--- config.mk ---
export PLATFORM = sky130hd
export DESIGN_NAME = pll_cfg_regfile
export DESIGN_NICKNAME = d
export VERILOG_FILES = /design/src/rtl/pll_cfg_pkg.sv /design/src/rtl/pll_cfg_ser_front.sv /design/src/rtl/pll_cfg_decode.sv /design/src/rtl/pll_cfg_loop_regs.sv /design/src/rtl/pll_cfg_regfile.sv
export SDC_FILE = /design/constraint.sdc
export NUM_CORES = 1
export LEC_CHECK = 0
export ABC_AREA = 1
export BUFFER_PORTS_ARGS = -buffer_cell sky130_fd_sc_hd__buf_2
export CELL_PAD_IN_SITES_DETAIL_PLACEMENT = 1
export CELL_PAD_IN_SITES_GLOBAL_PLACEMENT = 2
export CORE_ASPECT_RATIO = 0.6
export CORE_MARGIN = 8
export CORE_UTILIZATION = 30
export CTS_BUF_LIST = sky130_fd_sc_hd__clkbuf_16
export DETAILED_ROUTE_END_ITERATION = 8
export GPL_ROUTABILITY_DRIVEN = 0
export PLACE_DENSITY_LB_ADDON = 0.1
export SLEW_MARGIN = 0
export SYNTH_ARGS = -nofsm -noshare
export SYNTH_HDL_FRONTEND = slang
export SYNTH_SLANG_ARGS = --single-unit
export TNS_END_PERCENT = 1
--- constraint.sdc ---
create_clock -name clk -period 2.3 [get_ports clk]
set_clock_uncertainty 0.05 [all_clocks]
set_input_delay 0.345 -clock clk [delete_from_list [all_inputs] [get_ports clk]]
set_output_delay 0.345 -clock clk [all_outputs]
set_load 0.005 [all_outputs]
--- src/rtl/pll_cfg_pkg.sv ---
package pll_cfg_pkg;
  localparam int WORD_W = 22;
  localparam int REF_W  = 15;
  localparam int SWAL_W = 7;
  localparam int MAIN_W = 11;
  localparam int MIN_DIV = 3;

  // destination code carried in the first two bits of a word
  typedef enum logic [1:0] {
    SEL_LF_REF = 2'b00,
    SEL_LF_CNT = 2'b01,
    SEL_HF_REF = 2'b10,
    SEL_HF_CNT = 2'b11
  } dest_e;

  // payload layouts; first member sits at the payload MSB
  typedef struct packed {
    logic [REF_W-1:0] ref_div;
    logic             phase_pos;
    logic             cp_hi;
    logic             tristate;
    logic             ld_sel;
    logic             fo_sel;
  } ref_word_t;

  typedef struct packed {
    logic [SWAL_W-1:0] swallow;
    logic [MAIN_W-1:0] main_cnt;
    logic              presc_hi;
    logic              pwr_down;
  } cnt_word_t;
endpackage

--- src/rtl/pll_cfg_ser_front.sv ---
module pll_cfg_ser_front #(
  parameter int WORD_W      = 22,
  parameter int SYNC_STAGES = 2
) (
  input  logic              clk,
  input  logic              rst,
  input  logic              ser_clk,
  input  logic              ser_data,
  input  logic              ser_le,
  output logic [WORD_W-1:0] word,
  output logic              latch_pulse
);
  localparam int TOP = SYNC_STAGES - 1;

  logic [SYNC_STAGES-1:0] s_clk, s_dat, s_le;
  logic clk_d, le_d;
  logic clk_rise, le_rise;

  always_ff @(posedge clk) begin
    if (rst) begin
      s_clk <= '0;
      s_dat <= '0;
      s_le  <= '0;
      clk_d <= 1'b0;
      le_d  <= 1'b0;
    end else begin
      s_clk <= {s_clk[SYNC_STAGES-2:0], ser_clk};
      s_dat <= {s_dat[SYNC_STAGES-2:0], ser_data};
      s_le  <= {s_le[SYNC_STAGES-2:0], ser_le};
      clk_d <= s_clk[TOP];
      le_d  <= s_le[TOP];
    end
  end

  assign clk_rise = s_clk[TOP] & ~clk_d;
  assign le_rise  = s_le[TOP] & ~le_d;

  always_ff @(posedge clk) begin
    if (rst) begin
      word        <= '0;
      latch_pulse <= 1'b0;
    end else begin
      latch_pulse <= le_rise;
      if (clk_rise && !s_le[TOP])
        word <= {word[WORD_W-2:0], s_dat[TOP]};
    end
  end
endmodule

--- src/rtl/pll_cfg_decode.sv ---
module pll_cfg_decode
  import pll_cfg_pkg::*;
#(
  parameter int WORD_W = 22
) (
  input  logic [WORD_W-1:0] word,
  output dest_e             dest,
  output ref_word_t         ref_w,
  output cnt_word_t         cnt_w
);
  localparam int PAY_W = WORD_W - 2;

  ref_word_t ref_raw;
  cnt_word_t cnt_raw;

  assign dest    = dest_e'(word[WORD_W-1 -: 2]);
  assign ref_raw = ref_word_t'(word[PAY_W-1:0]);
  assign cnt_raw = cnt_word_t'(word[PAY_W-1:0]);

  always_comb begin
    ref_w = ref_raw;
    cnt_w = cnt_raw;
    if (ref_raw.ref_div < REF_W'(MIN_DIV))
      ref_w.ref_div = REF_W'(MIN_DIV);
    if (cnt_raw.main_cnt < MAIN_W'(MIN_DIV))
      cnt_w.main_cnt = MAIN_W'(MIN_DIV);
  end
endmodule

--- src/rtl/pll_cfg_loop_regs.sv ---
module pll_cfg_loop_regs
  import pll_cfg_pkg::*;
#(
  parameter bit IS_HF = 1'b0
) (
  input  logic      clk,
  input  logic      rst,
  input  logic      latch_pulse,
  input  dest_e     dest,
  input  ref_word_t ref_w,
  input  cnt_word_t cnt_w,
  output ref_word_t ref_q,
  output cnt_word_t cnt_q
);
  localparam dest_e REF_SEL = IS_HF ? SEL_HF_REF : SEL_LF_REF;
  localparam dest_e CNT_SEL = IS_HF ? SEL_HF_CNT : SEL_LF_CNT;

  always_ff @(posedge clk) begin
    if (rst) begin
      ref_q         <= '0;
      ref_q.ref_div <= REF_W'(MIN_DIV);
      cnt_q          <= '0;
      cnt_q.main_cnt <= MAIN_W'(MIN_DIV);
      cnt_q.pwr_down <= 1'b1;
    end else if (latch_pulse) begin
      if (dest == REF_SEL) ref_q <= ref_w;
      if (dest == CNT_SEL) cnt_q <= cnt_w;
    end
  end
endmodule

--- src/rtl/pll_cfg_regfile.sv ---
module pll_cfg_regfile
  import pll_cfg_pkg::*;
#(
  parameter int SYNC_STAGES = 2
) (
  input  logic              clk,
  input  logic              rst,
  input  logic              ser_clk,
  input  logic              ser_data,
  input  logic              ser_le,
  output logic [REF_W-1:0]  hf_ref_div,
  output logic              hf_phase_pos,
  output logic              hf_cp_hi,
  output logic              hf_ld_sel,
  output logic              hf_fo_sel,
  output logic [SWAL_W-1:0] hf_swallow,
  output logic [MAIN_W-1:0] hf_main,
  output logic              hf_presc_hi,
  output logic              hf_pwr_down,
  output logic              hf_pd_hiz,
  output logic [REF_W-1:0]  lf_ref_div,
  output logic              lf_phase_pos,
  output logic              lf_cp_hi,
  output logic              lf_ld_sel,
  output logic              lf_fo_sel,
  output logic [SWAL_W-1:0] lf_swallow,
  output logic [MAIN_W-1:0] lf_main,
  output logic              lf_presc_hi,
  output logic              lf_pwr_down,
  output logic              lf_pd_hiz
);
  localparam int N_LOOPS = 2; // index 0 = LF, 1 = HF

  logic [WORD_W-1:0] word;
  logic              latch_pulse;
  dest_e             dest;
  ref_word_t         ref_w;
  cnt_word_t         cnt_w;
  ref_word_t         ref_q [N_LOOPS];
  cnt_word_t         cnt_q [N_LOOPS];
  logic              any_tristate;

  pll_cfg_ser_front #(.WORD_W(WORD_W), .SYNC_STAGES(SYNC_STAGES)) u_front (
    .clk(clk), .rst(rst), .ser_clk(ser_clk), .ser_data(ser_data),
    .ser_le(ser_le), .word(word), .latch_pulse(latch_pulse)
  );

  pll_cfg_decode #(.WORD_W(WORD_W)) u_dec (
    .word(word), .dest(dest), .ref_w(ref_w), .cnt_w(cnt_w)
  );

  for (genvar g = 0; g < N_LOOPS; g++) begin : g_loop
    pll_cfg_loop_regs #(.IS_HF(g == 1)) u_regs (
      .clk(clk), .rst(rst), .latch_pulse(latch_pulse), .dest(dest),
      .ref_w(ref_w), .cnt_w(cnt_w), .ref_q(ref_q[g]), .cnt_q(cnt_q[g])
    );
  end

  assign any_tristate = ref_q[0].tristate | ref_q[1].tristate;

  assign hf_ref_div   = ref_q[1].ref_div;
  assign hf_phase_pos = ref_q[1].phase_pos;
  assign hf_cp_hi     = ref_q[1].cp_hi;
  assign hf_ld_sel    = ref_q[1].ld_sel;
  assign hf_fo_sel    = ref_q[1].fo_sel;
  assign hf_swallow   = cnt_q[1].swallow;
  assign hf_main      = cnt_q[1].main_cnt;
  assign hf_presc_hi  = cnt_q[1].presc_hi;
  assign hf_pwr_down  = cnt_q[1].pwr_down;
  assign hf_pd_hiz    = any_tristate | cnt_q[1].pwr_down;

  assign lf_ref_div   = ref_q[0].ref_div;
  assign lf_phase_pos = ref_q[0].phase_pos;
  assign lf_cp_hi     = ref_q[0].cp_hi;
  assign lf_ld_sel    = ref_q[0].ld_sel;
  assign lf_fo_sel    = ref_q[0].fo_sel;
  assign lf_swallow   = cnt_q[0].swallow;
  assign lf_main      = cnt_q[0].main_cnt;
  assign lf_presc_hi  = cnt_q[0].presc_hi;
  assign lf_pwr_down  = cnt_q[0].pwr_down;
  assign lf_pd_hiz    = any_tristate | cnt_q[0].pwr_down;
endmodule

==> impl_metrics.toml <==
[clock_network]
path_clk_slew_ns = 0.07
clockBufferDepth = 2
postCtsSetupBuffers = 0
cts_buffers = 9
clock_sinks = 111
clk_latency_ns = 0.35
cts-root-buf = "clkbuf_16"
cts_hold_buf = 0
cts-resized-gates = 0
htreeDepth = 3
cts_tree = "done"

[global_routing]
grt_antenna_before_repair = 0
overflow = 0
grt_first_pass_wirelength_mm = 18.0
grt_use_total = 0.133
grt_pass1_vias = 3233
grt_max_degree = 75

[power]
seqPwrFrac = 0.532
leakage_nw = 2.01
total_power_mw = 3.74
pwr-share-comb = 0.054
p_switching_mw = 0.881
power.share.clock = 0.415
power_per_cell_area_nw_per_um2 = 815
switching_share = 0.236
p_int_mw = 2.85
ir_drop_mv = 0.290

[layout]
seqCellArea_um2 = 2220
synthToLayoutAreaGrowth_pct = 14.4
finish.utilization = 0.354
nets = 507
nFillCells = 1534
multiInputGateArea_um2 = 1250
diodes = 0
drive_above_1_share = 0.219

[synthesis]
ys_seq_area_frac = 0.555
synth_cells = 462
synth_largest_area_cell = "dfxtp_1"
synth_nets = 467
synth-edff-count = 0
synth_mux_area_frac = 0
synthesis.area_um2 = 4010
avgSynthCellArea_um2 = 8.67
synth_common_cells = "dfxtp_1, a21oi_1, o21ai_0"
synth_compound_area_frac = 0.244
synth_top_area_frac = 0.555
synth_warnings = 0
synth_seq_cells = 111
synth_top_family_by_area = "compound AO/OA/AOI/OAI gates"
synth_xor_area_frac = 0
async_reset_ff_frac = 0
ys.flop_type = "dfxtp_1"
netlist_top_cells_area = "dfxtp_1, a21oi_1, o21ai_0"
synth_adder_area_share = 0
yosysMostFrequentCell = "dfxtp_1"
yosys.area_share.simple = 0.0690
synth_cell_type_count = 23

[timing]
rsz0062_at_grt = "no"
fin_tns_setup_ns = 0
min_period_over_period = 0.678
fmax_mhz = 641
slew_headroom = 0.642
holdWs_ns = 0.145
slew_viol_final = 0
hold_viol = 0
tightest_slew_ns = 0.537
fin_crit_ns = 1.56
setup_viol = 0

[min_path]
hp-class = "in2reg"

[routing]
drc = 0
avgViaCountPerCell = 4.69
drt_wl_total_mm = 11.5
antenna_left = 0
vias = 3178
routedWlPerCell_um = 17.0
dr.pass1.iters = 4
dr.first_iter.drc_count = 200

[setup_path]
cp.required_ns = 2.53
cp-end-kind = "flop"
regToRegEndpoint = "g_loop[1].u_regs.ref_q[3]"
worstSetupStartpoint = "u_front.latch_pulse"
crit_end = "g_loop[1].u_regs.ref_q[3]"
arrival_ns = 1.79
reg2regPathDepth = 5
reg2reg_slack_ns = 0.74
worst-setup-path-type = "reg2reg"
startpoint_type = "flop"
reg2reg_from = "u_front.latch_pulse"
cp_max_fo = 32

[die]
num_io_pins = 85
core_area_um2 = 12900
die_h_um = 106
fp.dieArea_um2 = 17400
start_util = 0.310
rows = 32
die_w_um = 165

[place]
detailedPlacementHpwl_mm = 8.17
numPortBuffers = 84

[job]
maxCapViolations = 0

[outcome]
outcome = "finished, final reports clean"
## area by class of cell
| cell class | count | share of cell area |
|---|---|---|
| inverters | 38 | 0.0311 |
| multi-input cells | 254 | 0.273 |
| flip-flops and latches | 111 | 0.485 |
| clock inverters | 7 | 0.0139 |
| clock buffers | 9 | 0.0492 |
| well taps | 170 | 0.0464 |
| repair buffers | 88 | 0.101 |
## cell usage in the layout, fill, tap and decap left out, types with 3 or more instances in the layout
| master | count |
|---|---|
| a21oi_1 | 100 |
| inv_1 | 34 |
| o21ai_0 | 86 |
| buf_2 | 84 |
| dfxtp_1 | 111 |
| nand2_1 | 32 |
| clkbuf_16 | 9 |
| buf_4 | 3 |
| inv_2 | 4 |
| o21ai_1 | 6 |
| nor2_1 | 19 |
## worst max-delay path: stages (launching register included)
cell and delay (ns):
dfxtp_1 0.42, nand2_2 0.13, nor2_2 0.25, buf_4 0.35
o21ai_0 0.13, a21oi_1 0.14
## sequential cells by signal, summed over array words and instances (netlist names)
register	flops
u_front.word	22
u_front.s_clk	2
u_front.le_d	1
g_loop.u_regs.cnt_q	40
u_front.clk_d	1
g_loop.u_regs.ref_q	40
u_front.s_le	2
u_front.s_dat	2
u_front.latch_pulse	1
## routing by layer
| metal | GRT usage | up-vias | routed length [um] |
|---|---|---|---|
| li1 | - | 1591 | - |
| met1 | 0.204 | 1513 | 6560 |
| met2 | 0.164 | 69 | 4120 |
| met3 | 0.0482 | 5 | 760 |
| met4 | 0.0403 | 0 | 91 |
| met5 | 0 | - | 0 |
## through the flow
step | worst slack, ns | instances | cell area, um^2
final | 0.741 | 677 | 4580
after global routing | 0.542 | 677 | 4580
after CTS | 0.717 | 677 | 4580
after detailed placement | 0.670 | 661 | 4290
after global placement | 0.722 | 661 | 4290
after floorplan | 1.13 | 462 | 4010
## power groups by stage
| stage | registers (mW) | logic (mW) | clock network, mW |
|---|---|---|---|
| after detailed placement | 2.03 | 0.203 | 0 |
| final | 1.99 | 0.201 | 1.55 |
| after global placement | 2.03 | 0.199 | 0 |
| after floorplan | 2.02 | 0.142 | 0 |
| after CTS | 1.99 | 0.204 | 1.61 |
| after global routing | 1.99 | 0.226 | 1.66 |
## how the worst min path moves through the flow
| stage | end | from | cells after the start | slack [ns] |
|---|---|---|---|---|
| after CTS | u_front.s_dat[0] | ser_data | 3 | 0.13 |
| after global placement | u_front.latch_pulse | u_front.le_d | 1 | 0.34 |
| after global routing | u_front.s_dat[0] | ser_data | 3 | 0.14 |
| after detailed placement | u_front.latch_pulse | u_front.le_d | 1 | 0.34 |
| final | u_front.s_dat[0] | ser_data | 3 | 0.15 |
| after floorplan | u_front.latch_pulse | u_front.le_d | 1 | 0.33 |
## cells by family after synthesis
family | Yosys count
AND/OR/NAND/NOR | 60
buffers and inverters | 97
AO/OA/AOI/OAI | 194
flip-flops | 111
No activity file was read; power rests on OpenSTA's default activity.
